File: config.mk
export PLATFORM = sky130hd
export DESIGN_NAME = dual_dptr_unit
export DESIGN_NICKNAME = d
export VERILOG_FILES = /design/src/rtl/dptr_pkg.sv /design/src/rtl/dptr_sfr_decode.sv /design/src/rtl/dptr_reg.sv /design/src/rtl/dptr_select.sv /design/src/rtl/dual_dptr_unit.sv
export SDC_FILE = /design/constraint.sdc
export NUM_CORES = 1
export LEC_CHECK = 0
export CORE_ASPECT_RATIO = 0.8
export CORE_MARGIN = 10
export CORE_UTILIZATION = 40
export DETAILED_ROUTE_END_ITERATION = 6
export PLACE_DENSITY = 0.64
export SYNTH_ARGS = -nofsm -noshare
export SYNTH_HDL_FRONTEND = slang
export SYNTH_SLANG_ARGS = --single-unit
File: constraint.sdc
create_clock -name clk -period 2.7 [get_ports clk]
set_input_delay 0.54 -clock clk [delete_from_list [all_inputs] [get_ports clk]]
set_output_delay 0.54 -clock clk [all_outputs]
set_load 0.005 [all_outputs]
File: src/rtl/dptr_pkg.sv
package dptr_pkg;

  typedef enum logic [2:0] {
    FLD_NONE  = 3'd0,
    FLD_P0_LO = 3'd1,
    FLD_P0_HI = 3'd2,
    FLD_P1_LO = 3'd3,
    FLD_P1_HI = 3'd4,
    FLD_SEL   = 3'd5
  } sfr_fld_e;

  // 16-bit pointer step with natural wrap
  function automatic logic [15:0] ptr_incr(input logic [15:0] p);
    return p + 16'd1;
  endfunction

  // replace one byte of a pointer, keep the other
  function automatic logic [15:0] byte_merge(input logic [15:0] p,
                                             input logic        hi,
                                             input logic [7:0]  b);
    return hi ? {b, p[7:0]} : {p[15:8], b};
  endfunction

endpackage

File: src/rtl/dptr_sfr_decode.sv
module dptr_sfr_decode
  import dptr_pkg::*;
#(
  parameter int          ADDR_W = 8,
  parameter logic [7:0]  A_P0_LO = 8'h82,
  parameter logic [7:0]  A_P0_HI = 8'h83,
  parameter logic [7:0]  A_P1_HI = 8'h84,
  parameter logic [7:0]  A_P1_LO = 8'h85,
  parameter logic [7:0]  A_SEL   = 8'h86
) (
  input  logic [ADDR_W-1:0] addr,
  output sfr_fld_e          fld,
  output logic              hit
);
  always_comb begin
    case (addr)
      A_P0_LO: fld = FLD_P0_LO;
      A_P0_HI: fld = FLD_P0_HI;
      A_P1_HI: fld = FLD_P1_HI;
      A_P1_LO: fld = FLD_P1_LO;
      A_SEL:   fld = FLD_SEL;
      default: fld = FLD_NONE;
    endcase
  end
  assign hit = (fld != FLD_NONE);
endmodule

File: src/rtl/dptr_reg.sv
module dptr_reg
  import dptr_pkg::*;
#(
  parameter int PTR_W = 16
) (
  input  logic             clk,
  input  logic             rst_n,
  input  logic             wr_lo,
  input  logic             wr_hi,
  input  logic [7:0]       wdata,
  input  logic             ld,
  input  logic [PTR_W-1:0] imm,
  input  logic             inc,
  output logic [PTR_W-1:0] ptr
);
  logic             sfr_touch;
  logic [PTR_W-1:0] ptr_nxt;

  assign sfr_touch = wr_lo | wr_hi;

  always_comb begin
    ptr_nxt = ptr;
    if (sfr_touch)  ptr_nxt = byte_merge(ptr, wr_hi, wdata);
    else if (ld)    ptr_nxt = imm;
    else if (inc)   ptr_nxt = ptr_incr(ptr);
  end

  always_ff @(posedge clk or negedge rst_n) begin
    if (!rst_n) ptr <= '0;
    else        ptr <= ptr_nxt;
  end
endmodule

File: src/rtl/dptr_select.sv
module dptr_select (
  input  logic clk,
  input  logic rst_n,
  input  logic wr,
  input  logic wbit,
  input  logic step_up,
  input  logic step_dn,
  output logic sel
);
  logic flip;
  assign flip = step_up ^ step_dn;

  always_ff @(posedge clk or negedge rst_n) begin
    if (!rst_n)    sel <= 1'b0;
    else if (wr)   sel <= wbit;
    else if (flip) sel <= ~sel;
  end
endmodule

File: src/rtl/dual_dptr_unit.sv
module dual_dptr_unit
  import dptr_pkg::*;
#(
  parameter int         PTR_W  = 16,
  parameter int         ADDR_W = 8,
  parameter logic [7:0] A_P0_LO = 8'h82,
  parameter logic [7:0] A_P0_HI = 8'h83,
  parameter logic [7:0] A_P1_HI = 8'h84,
  parameter logic [7:0] A_P1_LO = 8'h85,
  parameter logic [7:0] A_SEL   = 8'h86
) (
  input  logic              clk,
  input  logic              rst_n,
  input  logic              sfr_we,
  input  logic [ADDR_W-1:0] sfr_addr,
  input  logic [7:0]        sfr_wdata,
  output logic [7:0]        sfr_rdata,
  output logic              sfr_hit,
  input  logic              cmd_load,
  input  logic [PTR_W-1:0]  cmd_imm,
  input  logic              cmd_inc,
  input  logic              cmd_sel_inc,
  input  logic              cmd_sel_dec,
  output logic [PTR_W-1:0]  xaddr,
  output logic              ptr_sel
);
  localparam int NPTR = 2;

  sfr_fld_e         fld;
  logic [PTR_W-1:0] ptr [NPTR];
  logic [NPTR-1:0]  wr_lo, wr_hi, ld_hit, inc_hit;
  logic             sel_wr;

  dptr_sfr_decode #(
    .ADDR_W(ADDR_W), .A_P0_LO(A_P0_LO), .A_P0_HI(A_P0_HI),
    .A_P1_HI(A_P1_HI), .A_P1_LO(A_P1_LO), .A_SEL(A_SEL)
  ) u_dec (
    .addr(sfr_addr), .fld(fld), .hit(sfr_hit)
  );

  assign wr_lo[0] = sfr_we && (fld == FLD_P0_LO);
  assign wr_hi[0] = sfr_we && (fld == FLD_P0_HI);
  assign wr_lo[1] = sfr_we && (fld == FLD_P1_LO);
  assign wr_hi[1] = sfr_we && (fld == FLD_P1_HI);
  assign sel_wr   = sfr_we && (fld == FLD_SEL);

  for (genvar g = 0; g < NPTR; g++) begin : g_ptr
    assign ld_hit[g]  = cmd_load && (ptr_sel == g[0]);
    assign inc_hit[g] = cmd_inc  && (ptr_sel == g[0]);
    dptr_reg #(.PTR_W(PTR_W)) u_reg (
      .clk(clk), .rst_n(rst_n),
      .wr_lo(wr_lo[g]), .wr_hi(wr_hi[g]), .wdata(sfr_wdata),
      .ld(ld_hit[g]), .imm(cmd_imm), .inc(inc_hit[g]),
      .ptr(ptr[g])
    );
  end

  dptr_select u_sel (
    .clk(clk), .rst_n(rst_n),
    .wr(sel_wr), .wbit(sfr_wdata[0]),
    .step_up(cmd_sel_inc), .step_dn(cmd_sel_dec),
    .sel(ptr_sel)
  );

  assign xaddr = ptr_sel ? ptr[1] : ptr[0];

  always_comb begin
    case (fld)
      FLD_P0_LO: sfr_rdata = ptr[0][7:0];
      FLD_P0_HI: sfr_rdata = ptr[0][PTR_W-1:8];
      FLD_P1_LO: sfr_rdata = ptr[1][7:0];
      FLD_P1_HI: sfr_rdata = ptr[1][PTR_W-1:8];
      FLD_SEL:   sfr_rdata = {7'd0, ptr_sel};
      default:   sfr_rdata = 8'h00;
    endcase
  end
endmodule

# == Word-level counts from Yosys, hierarchy flattened ==
# Index checks and enable logic that the tools add are counted.
# word_totals
regBits,33
latchBits,0
mem_bits_rw,0
romBits,0
inputBits,39
out_inout_bits,26
word_cells,55
n_memories,0
# op_classes
n_addsub,2
multipliers,0
div_mod_pow,0
magnitude_cmp,0
n_eq_ne,14
shifts,0
muxes,13
bitwise,4
n_reduce_logical,17
# ops
cell,count
$mux 16,9
$eq 8x8->1 const B,5
$pmux 8 s5,1
$add 16x1->16 const B,2
$pmux 3 s5,1
$logic_and 1x1->1,9
$reduce_bool 3->1,3
$reduce_and 2->1,4
$eq 3x2->1 const B,2
$eq 3x3->1 const B,2
$ne 2x1->1 const B,2
$ne 2x2->1 const B,2
$eq 3x1->1 const B,1
$mux 1,2
$or 1x1->1,2
$reduce_bool 2->1,1
$not 1->1,1
$xor 1x1->1,1

# == Logic depth before layout (Yosys ltp) ==
# Gate-level depths: netlist of run 1.
# depth
ltp_word,7
depth_mapped,7
depth_no_buf,6

# == Modules after synthesis ==
# A second synthesis of run 1 with hierarchy kept.
# unflattened
cells_unflattened,360
area_unflattened_um2,3201.8
# modules_own_cells
mod,n_inst,cells_per_inst,area_per_inst_um2,seq_area_each_um2
dptr_reg,2,141,1229.9,400.4
dual_dptr_unit,1,64,608.1,0.0
dptr_sfr_decode,1,10,77.6,0.0
dptr_select,1,4,56.3,25.0

# == Worst setup path before layout of run 1 ==
# Ideal clock, no wire load.
# synth_path
path_kind,input -> output
start,input port sfr_addr[5]
end,output port sfr_rdata[2]
arrival_ns,1.897
t_required_ns,2.160
setup_slack_ns,0.263
cell_stages,4
n_path_buf,0
cell_sequence,nor4b_2 nand2b_1 or3b_2 o22ai_1
# synth_between
elab_chain_len,4
word_cells_on_any_way,12
cone_classes,eq/ne: 10; mux: 2
# synth_rtl
item,line_no,text
"start, declared",dual_dptr_unit.sv:15,"input logic [ADDR_W-1:0] sfr_addr,"
$eq 8x8->1,dptr_sfr_decode.sv:16,case (addr)
$pmux 3 s5 (*),dptr_sfr_decode.sv:16,
"$eq 3x3->1, or another cell as far along",dual_dptr_unit.sv:68,case (fld)
$pmux 8 s5 (*),dual_dptr_unit.sv:68,
"end, declared",dual_dptr_unit.sv:17,"output logic [7:0] sfr_rdata,"
# Every way passes the cells marked *; elsewhere a longest branch is shown, timed or not.

# == Worst setup path after layout of run 1 ==
# layout_path
start,input port sfr_addr[0]
end,output port sfr_rdata[1]
# Same word-level chain as after synthesis.

==> metrics.md, run 1 <==
| Metric | Value |
|---|---|
| Status | complete, no violations |
| Area of the die | between 10,000 and 15,000 um^2 |
| Delay of the slowest cell on the worst path | about 0.43 ns |
| Number of design-rule violations left by the first detailed-router iteration | 287 |
| Final ANT Viol Nets | 0 |
| Synthesized flop and latch total | 33 |
| Static power due to leakage | between 1.5 and 2 nW |
| Proportion of netlist area held by the largest area contributor | 0.268 |
| Number of diodes added for antenna fixing | 0 |
| Worst clock skew | 0.0117 ns |
| GRT Overall Usage | 0.212 |
| Cell breakdown of the critical path | dlygate4sd2_1, and4bb_2, a222oi_1, o21ai_2, dlygate4sd2_1 |
| P per Cell Area | 943 nW/um^2 |
| Vertical extent of the die | 98.5 um |
| Kind of capture point of the worst setup path | primary output |
| Clock root buffer master | sky130_fd_sc_hd__clkbuf_8 |
| Final setup vio count | 0 |
| Hold Fails Final Rpt | 0 |
| Hold Crit Class | reg2reg |
| Placed wire-length estimate after detailed placement | 9.91 mm |
| Measured slew at the worst slew-check pin | about 0.46 ns |
| Net count after synthesis | around 420 |
| DR vias | around 3,600 |
| Maximum clock path buffer count | 2 |
| Area grow syn2layout | 36.8% |
| Cell occurring most often along the worst timing path | sky130_fd_sc_hd__dlygate4sd2_1 |
| Clock tree from TritonCTS | built |
| Weighted congestion at the end of routability-driven global placement | 0.901 |
| Global route total overflow | 0 |
| Share of the yosys chip area belonging to registers | 0.268 |
| Number of different library cells in the post-synthesis netlist | 66 |
| Initial antenna violation count | 0 |
| Post-synth top cells | sky130_fd_sc_hd__nor2_1, sky130_fd_sc_hd__o21ai_0, sky130_fd_sc_hd__dfrtp_1 |
| H-Tree Depth | 2 |
| Effective utilization at floorplan | 0.413 |
| Worst setup slack after layout | roughly 0.12 ns |
| Worst skew pair latency | a little under 0.3 ns |
| Hold-fix buffers at CTS | 0 |
| Post-Route Setup TNS | 0 ns |
| Slowest stage cell, crit path | sky130_fd_sc_hd__a222oi_1 |
| Count of buffering cells on the critical path with inverters included | 2 |
| Max VDD drop | roughly 0.46 mV |
| Min cycle time layout | approximately 2.6 ns |
| Setup repair after global routing missed its margin | false |
| Kind of start point of the critical path | primary input |
| Clock transition at path regs | roughly 0.090 ns |
| Detailed-router iteration count before antenna repair | 6 |
| Vias per cell | 6.25 |
| Number of clock buffers inserted by TritonCTS | 5 |
| Relative slew margins | 0.695 |
| Count of flip-flops with a built-in enable after synthesis | 0 |
| Final critical-path share of the clock period | 0.955 |
| Delay-heaviest family, CP | buffers and inverters |
| Worst path required time | 2.16 ns |
| Std-Cell Core Area | 7460 um^2 |
| Number of standard cells after synthesis | between 300 and 400 |
| Top-level I/O count | 65 |
| Sink count of the clock tree | 33 |
| NumNets Final | 510 |
| Global-route wire length before repair | 19.8 mm |
| Setup slack at placement | -0.587 ns |
| Count of final max-slew check failures | 0 |
| Critical path fanouts, max | 10 |
| Number of max-cap violations | 0 |
| Data arrival time at the worst-slack endpoint | 2.04 ns |
| Non-filler instance count after layout | approximately 580 |
| Critical path class | in2out |
| Predominant post-synthesis flop cell | sky130_fd_sc_hd__dfrtp_1 |
| Final total power | 3.98 mW |
| Yosys top cell by area | sky130_fd_sc_hd__dfrtp_1 |
| Util after Layout | 0.565 |
| F_max | just under 0.4 GHz |
| FP Rows | 28 |
| Number of instances in the placed design | about 570 |
| Vias in the first global route | 3,452 |
| DR DRC count | 0 |
| Average wire per cell in the routed design | approximately 22 um |
| Mapped cell area | 3080 um^2 |
| Pin count of the biggest net entering global routing | 34 |
| Buffers added on ports | 64 |
| Synth area leaders | sky130_fd_sc_hd__dfrtp_1, sky130_fd_sc_hd__o21ai_0, sky130_fd_sc_hd__mux2_2, sky130_fd_sc_hd__nor2_1, sky130_fd_sc_hd__a221o_1 |
| Final routed wirelength across all metal layers | ~13 mm |
| Chip Width | 118 um |
| Share of layout cells above drive strength 1 | 0.215 |
| Post-Synthesis Mean Instance Area | 8.15 um^2 |
| Fraction of registers with async set or reset after synthesis | 1.00 |
| Yosys warnings | 0 |
-- placed cells by master, fill, tap and decap left out, drive strengths merged, types with 7 or more instances in the layout --
master / instances
xnor2: 12
clkdlybuf4s50: 47
mux2i: 7
nor3: 13
mux2: 14
buf: 53
nor4: 7
o21ai: 36
nor2: 36
a221o: 13
dlygate4sd2: 10
and3: 7
dfrtp: 33
a211oi: 8
a21oi: 16
nand2: 29
nand3: 20
nand4: 10
a31oi: 9
-- worst paths after layout --
| check | startpoint | end | slack (ns) | depth (start not counted) |
|---|---|---|---|---|
| max reg2reg | g_ptr[0].u_reg.ptr[1] | g_ptr[0].u_reg.ptr[10] | 0.58 | 6 |
| max | sfr_addr[0] | sfr_rdata[1] | 0.12 | 5 |
| min reg2reg | g_ptr[0].u_reg.ptr[10] | g_ptr[0].u_reg.ptr[10] | 0.61 | 1 |
| min in group asynchronous | rst_n | g_ptr[1].u_reg.ptr[13] | 0.67 | 2 |
| min | g_ptr[0].u_reg.ptr[10] | g_ptr[0].u_reg.ptr[10] | 0.61 | 1 |
| max in group asynchronous | rst_n | g_ptr[0].u_reg.ptr[8] | 1.71 | 2 |
-- cells by family (layout without fill, tap and decap cells) --
logic type | Yosys count | after routing | share of synthesized area
and+or+nand+nor | 154 | 154 | 0.280
AOI/OAI and AO/OA | 118 | 118 | 0.273
DFF | 33 | 33 | 0.268
buffers and inverters | 33 | 125 | 0.0483
muxes | 21 | 21 | 0.0739
xor gates and xnor gates | 17 | 17 | 0.0483
adders and majority gates | 2 | 2 | 0.00812
-- worst reg2reg max path, stage by stage (launching register included) --
cell,delay (ns)
sky130_fd_sc_hd__dfrtp_1,0.51
sky130_fd_sc_hd__ha_1,0.28
sky130_fd_sc_hd__nand4_1,0.26
sky130_fd_sc_hd__or3_1,0.46
sky130_fd_sc_hd__xnor2_1,0.16
sky130_fd_sc_hd__a21oi_1,0.08
sky130_fd_sc_hd__a221o_1,0.26
-- state kept, by name, indices dropped and copies added, names as in the netlist --
signal           count
u_sel.sel            1
g_ptr.u_reg.ptr     32
-- area by class of cell --
class	instances	area [um^2]
clock inverters	3	65.1
fillers	711	3250
well taps	105	131
inverters	6	22.5
repair buffers	111	953
clock buffers	5	68.8
flip-flops and latches	33	826
multi-input cells	312	2150
-- metrics by stage --
step | hold slack (ns) | cell area (um^2)
2_1_floorplan | 0.244 | 3080
4_1_cts | 0.608 | 4210
6_report | 0.606 | 4220
5_1_grt | 0.637 | 4220
3_5_place_dp | 0.588 | 4070
3_3_place_gp | 0.573 | 4070
-- report_power, final --
group          internal [mW]  switching [mW]
logic                   1.15            1.04
registers              0.727           0.489
clock network          0.367           0.207
-- metal layers --
layer / up-vias / global-route usage / wire length, um / share of wire
met1: 1692 / 0.297 / 5690 / 0.44
met2: 246 / 0.311 / 5470 / 0.42
li1: 1634 / - / - / -
met5: - / 0 / 0 / 0
met4: 0 / 0.0655 / 270 / 0.021
met3: 22 / 0.0536 / 1440 / 0.11
-- what timing repair did --
action,4_1_cts,5_1_grt
setup buffers,1,0
resized for setup,38,8
setup endpoints to repair,9,8
pin swaps,3,4
(Power assumes the default switching activity.)
==> inputs of run 2 (changes only) <==
- ABC_CLOCK_PERIOD_IN_PS: default -> 2700
==> results of run 2 <==
No change in the layout: final DEF, timing and power equal those of run 1.
==> inputs of run 3 (changes only) <==
- ABC_CLOCK_PERIOD_IN_PS: 2700 -> default
- GPL_TIMING_DRIVEN: default -> 0
- HOLD_SLACK_MARGIN: default -> 0.12
==> run 3 against run 2 <==
Net effect:
- largest cell class unchanged
- first-iteration DRC count is 46% higher
- sequential cell count stayed put
- clock power down 13%
- the flow now finishes with violations (DRC)
- critical endpoint is now sfr_rdata[4]
- critical path type unchanged
==> metrics.md, run 3 (same netlist as run 1, synthesis figures left out) <==
| Metric | Value |
|---|---|
| Delay-heaviest family, CP | simple AND/OR/NAND/NOR gates (was buffers and inverters) |
| Slowest stage cell, crit path | sky130_fd_sc_hd__or3b_4 (was sky130_fd_sc_hd__a222oi_1) |
| Final standard cell area without fillers | 4120 um^2 (was 4220 um^2) |
| Hold-fix buffers at CTS | 0 (unchanged) |
| Hold Fails Final Rpt | 0 (unchanged) |
| Commonest non-fill, non-tap cells in the layout | sky130_fd_sc_hd__clkdlybuf4s50_1, sky130_fd_sc_hd__nor2_1, sky130_fd_sc_hd__o21ai_0, sky130_fd_sc_hd__dfrtp_1, sky130_fd_sc_hd__nand2_1 (was sky130_fd_sc_hd__clkdlybuf4s50_1, sky130_fd_sc_hd__buf_4, sky130_fd_sc_hd__nor2_1) |
| Critical path class | in2out (unchanged) |
| Multi-input gate area | 2170 um^2 (was 2150 um^2) |
| Vias per cell | 6.53 (was 6.25) |
| Share of layout cells above drive strength 1 | 0.188 (was 0.215) |
| Weighted congestion at the end of routability-driven global placement | 0.957 (was 0.901) |
| Buffers added on ports | 62 (was 64) |
| Kind of capture point of the worst setup path | primary output (unchanged) |
| Reg2Reg Setup Slack | 0.47 ns (was 0.58 ns) |
| Number of diodes added for antenna fixing | 0 (unchanged) |
| Initial antenna violation count | 0 (unchanged) |
| Min cycle time layout | 2.64 ns (was 2.58 ns) |
| Number of instances in the placed design | 545 (was 566) |
| Number of max-cap violations | 0 (unchanged) |
| H-Tree Depth | 2 (unchanged) |
| Stages on worst setup path | 8 (was 5) |
| Worst setup path endpoint | sfr_rdata[4] (was sfr_rdata[1]) |
| Delay of the slowest cell on the worst path | 0.41 ns (was 0.43 ns) |
| Count of final max-slew check failures | 0 (unchanged) |
| Clock transition at path regs | 0.07 ns (was 0.09 ns) |
| Global route total overflow | 0 (unchanged) |
| Worst path required time | 2.16 ns (about the same) |
| Violated checks | DRC |
| Seq. cell area | 826 um^2 (unchanged) |
| Max VDD drop | 0.445 mV (was 0.462 mV) |
| DR DRC count | 33 (was 0) |
| NumNets Final | 502 (was 510) |
| Status | finished with violations (was complete, no violations) |
| Critical path fanouts, max | 3 (was 10) |
| Detailed-router iteration count before antenna repair | 7 (was 6) |
| Worst reg2reg path startpoint | g_ptr[0].u_reg.ptr[0] (was g_ptr[0].u_reg.ptr[1]) |
| Final critical-path share of the clock period | 0.979 (was 0.955) |
| Placed inst area | 3830 um^2 (was 4070 um^2) |
| Worst clock skew | 0.00868 ns (was 0.0117 ns) |
| Non-filler instance count after layout | 567 (was 575) |
| Count of buffering cells on the critical path with inverters included | 4 (was 2) |
| Final setup vio count | 0 (unchanged) |
| Setup slack at placement | -1.14 ns (was -0.587 ns) |
| Worst setup path startpoint | sfr_addr[4] (was sfr_addr[0]) |
| Fillcell total | 721 (was 711) |
| Average wire per cell in the routed design | 23.3 um (was 22.4 um) |
| Effective utilization at floorplan | 0.413 (unchanged) |
| Area of the die | 11,600 um^2 (unchanged) |
| Top-level I/O count | 65 (unchanged) |
| GRT Overall Usage | 0.217 (was 0.212) |
| Vias in the first global route | 3,386 (was 3,452) |
| Placed wire-length estimate after detailed placement | 9.83 mm (was 9.91 mm) |
| Vertical extent of the die | 98.5 um (unchanged) |
| Pin count of the biggest net entering global routing | 34 (unchanged) |
| Hold Crit Class | in2async (was reg2reg) |
| P per Cell Area | 940 nW/um^2 (was 943 nW/um^2) |
| Max FFs per register | 32 (unchanged) |
| Reg2Reg Depth | 6 (unchanged) |
| Maximum clock path buffer count | 2 (unchanged) |
| FP Rows | 28 (unchanged) |
| Worst skew pair latency | 0.29 ns (about the same) |
| Sink count of the clock tree | 33 (unchanged) |
| Cell breakdown of the critical path | dlygate4sd2_1, nor4b_4, buf_4, nand2b_1, or3b_4, buf_6, o22ai_4, buf_2 (was dlygate4sd2_1, and4bb_2, a222oi_1, o21ai_2, dlygate4sd2_1) |
| Register containing the most flip-flops in the final layout | g_ptr.u_reg.ptr (unchanged) |
| Worst setup slack after layout | 0.0569 ns (was 0.121 ns) |
| Number of design-rule violations left by the first detailed-router iteration | 419 (was 287) |
| Measured slew at the worst slew-check pin | 0.819 ns (was 0.457 ns) |
| Setup repair after global routing missed its margin | false (unchanged) |
| Static power due to leakage | 1.57 nW (was 1.66 nW) |
| Kind of start point of the critical path | primary input (unchanged) |
| Data arrival time at the worst-slack endpoint | 2.10 ns (was 2.04 ns) |
| Std-Cell Core Area | 7460 um^2 (unchanged) |
| Chip Width | 118 um (unchanged) |
| F_max | 0.378 GHz (was 0.388 GHz) |
| Clock root buffer master | sky130_fd_sc_hd__clkbuf_8 (unchanged) |
| Critical register-to-register path endpoint | g_ptr[0].u_reg.ptr[10] (unchanged) |
| Global-route wire length before repair | 20.3 mm (was 19.8 mm) |
| Final routed wirelength across all metal layers | 13.2 mm (was 12.9 mm) |
| Area grow syn2layout | 33.8% (was 36.8%) |
| Number of clock buffers inserted by TritonCTS | 5 (unchanged) |
| Clock tree from TritonCTS | built (unchanged) |
| Relative slew margins | 0.454 (was 0.695) |
| DR vias | 3,703 (was 3,594) |
| Most common cell after layout, fill and taps aside | sky130_fd_sc_hd__clkdlybuf4s50_1 |
| Largest registers | g_ptr.u_reg.ptr (32), u_sel.sel (1) (unchanged) |
| Final ANT Viol Nets | 0 (unchanged) |
## run 3: cell types whose count changed in the layout (fill, tap and decap cells not counted), moves of 2 or more
cell                              delta
sky130_fd_sc_hd__buf_2               +5
sky130_fd_sc_hd__buf_4              -33
sky130_fd_sc_hd__clkbuf_1           +11
sky130_fd_sc_hd__nor3b_4             +2
sky130_fd_sc_hd__clkbuf_4            +2
sky130_fd_sc_hd__clkbuf_8            +2
sky130_fd_sc_hd__buf_6               +4
sky130_fd_sc_hd__clkdlybuf4s50_1     -2
sky130_fd_sc_hd__clkbuf_2            +4
## run 3: final cells by class
| class | count | area share |
|---|---|---|
| inverters | 6 | 0.00637 |
| multi-input cells | 312 | 0.527 |
| plain buffers | 26 | 0.0385 |
| clock buffers | 7 | 0.0209 |
| clock inverters | 1 | 0.00728 |
| flip-flops and latches | 33 | 0.200 |
| well taps | 105 | 0.0319 |
| repair buffers | 77 | 0.168 |
## run 3: worst min path at each step
stage / from / slack, ns / endpoint
final: rst_n / 0.34 / g_ptr[1].u_reg.ptr[3]
after global routing: rst_n / 0.40 / g_ptr[1].u_reg.ptr[6]
after detailed placement: g_ptr[1].u_reg.ptr[15] / 0.57 / g_ptr[1].u_reg.ptr[15]
after CTS: rst_n / 0.37 / g_ptr[0].u_reg.ptr[3]
after global placement: g_ptr[1].u_reg.ptr[15] / 0.56 / g_ptr[1].u_reg.ptr[15]
after floorplan: rst_n / 0.24 / g_ptr[0].u_reg.ptr[0]
## run 3: per-stage QoR
| step | utilization | hold slack [ns] | TNS (ns) | total power [mW] |
|---|---|---|---|---|
| detailed placement | 0.513 | 0.572 | -11.66 | 3.28 |
| floorplan | - | 0.244 | 0 | 2.31 |
| CTS | 0.554 | 0.367 | 0 | 3.83 |
| global route | 0.552 | 0.398 | 0 | 4.12 |
| finish | 0.552 | 0.340 | 0 | 3.87 |
| global placement | 0.514 | 0.561 | -11.14 | 3.25 |
## run 3: worst register-to-register path, delay by kind of cell (launching register included)
kind | cells | cell delay (ns)
AND/OR/NAND/NOR | 2 | 0.73
flip-flops | 1 | 0.54
AO/OA/AOI/OAI | 2 | 0.37
adder cells (fa/ha/maj) | 1 | 0.31
XOR/XNOR | 1 | 0.18
## run 3: layer usage
| metal | track usage | wire [um] |
|---|---|---|
| met4 | 0.0712 | 436 |
| met3 | 0.0587 | 1570 |
| met1 | 0.308 | 5850 |
| met2 | 0.310 | 5380 |
| met5 | 0 | 0 |
## run 3: power breakdown
group	switching [mW]	internal (mW)	leakage (nW)
clock	0.196	0.301	0.0585
sequential	0.401	0.727	0.399
combinational	1.15	1.09	1.12
## run 3: timing repair
item,4_1_cts,5_1_grt
resized for setup,59,9
buffers inserted,15,0
setup endpoints to repair,24,16
pin swaps,7,3
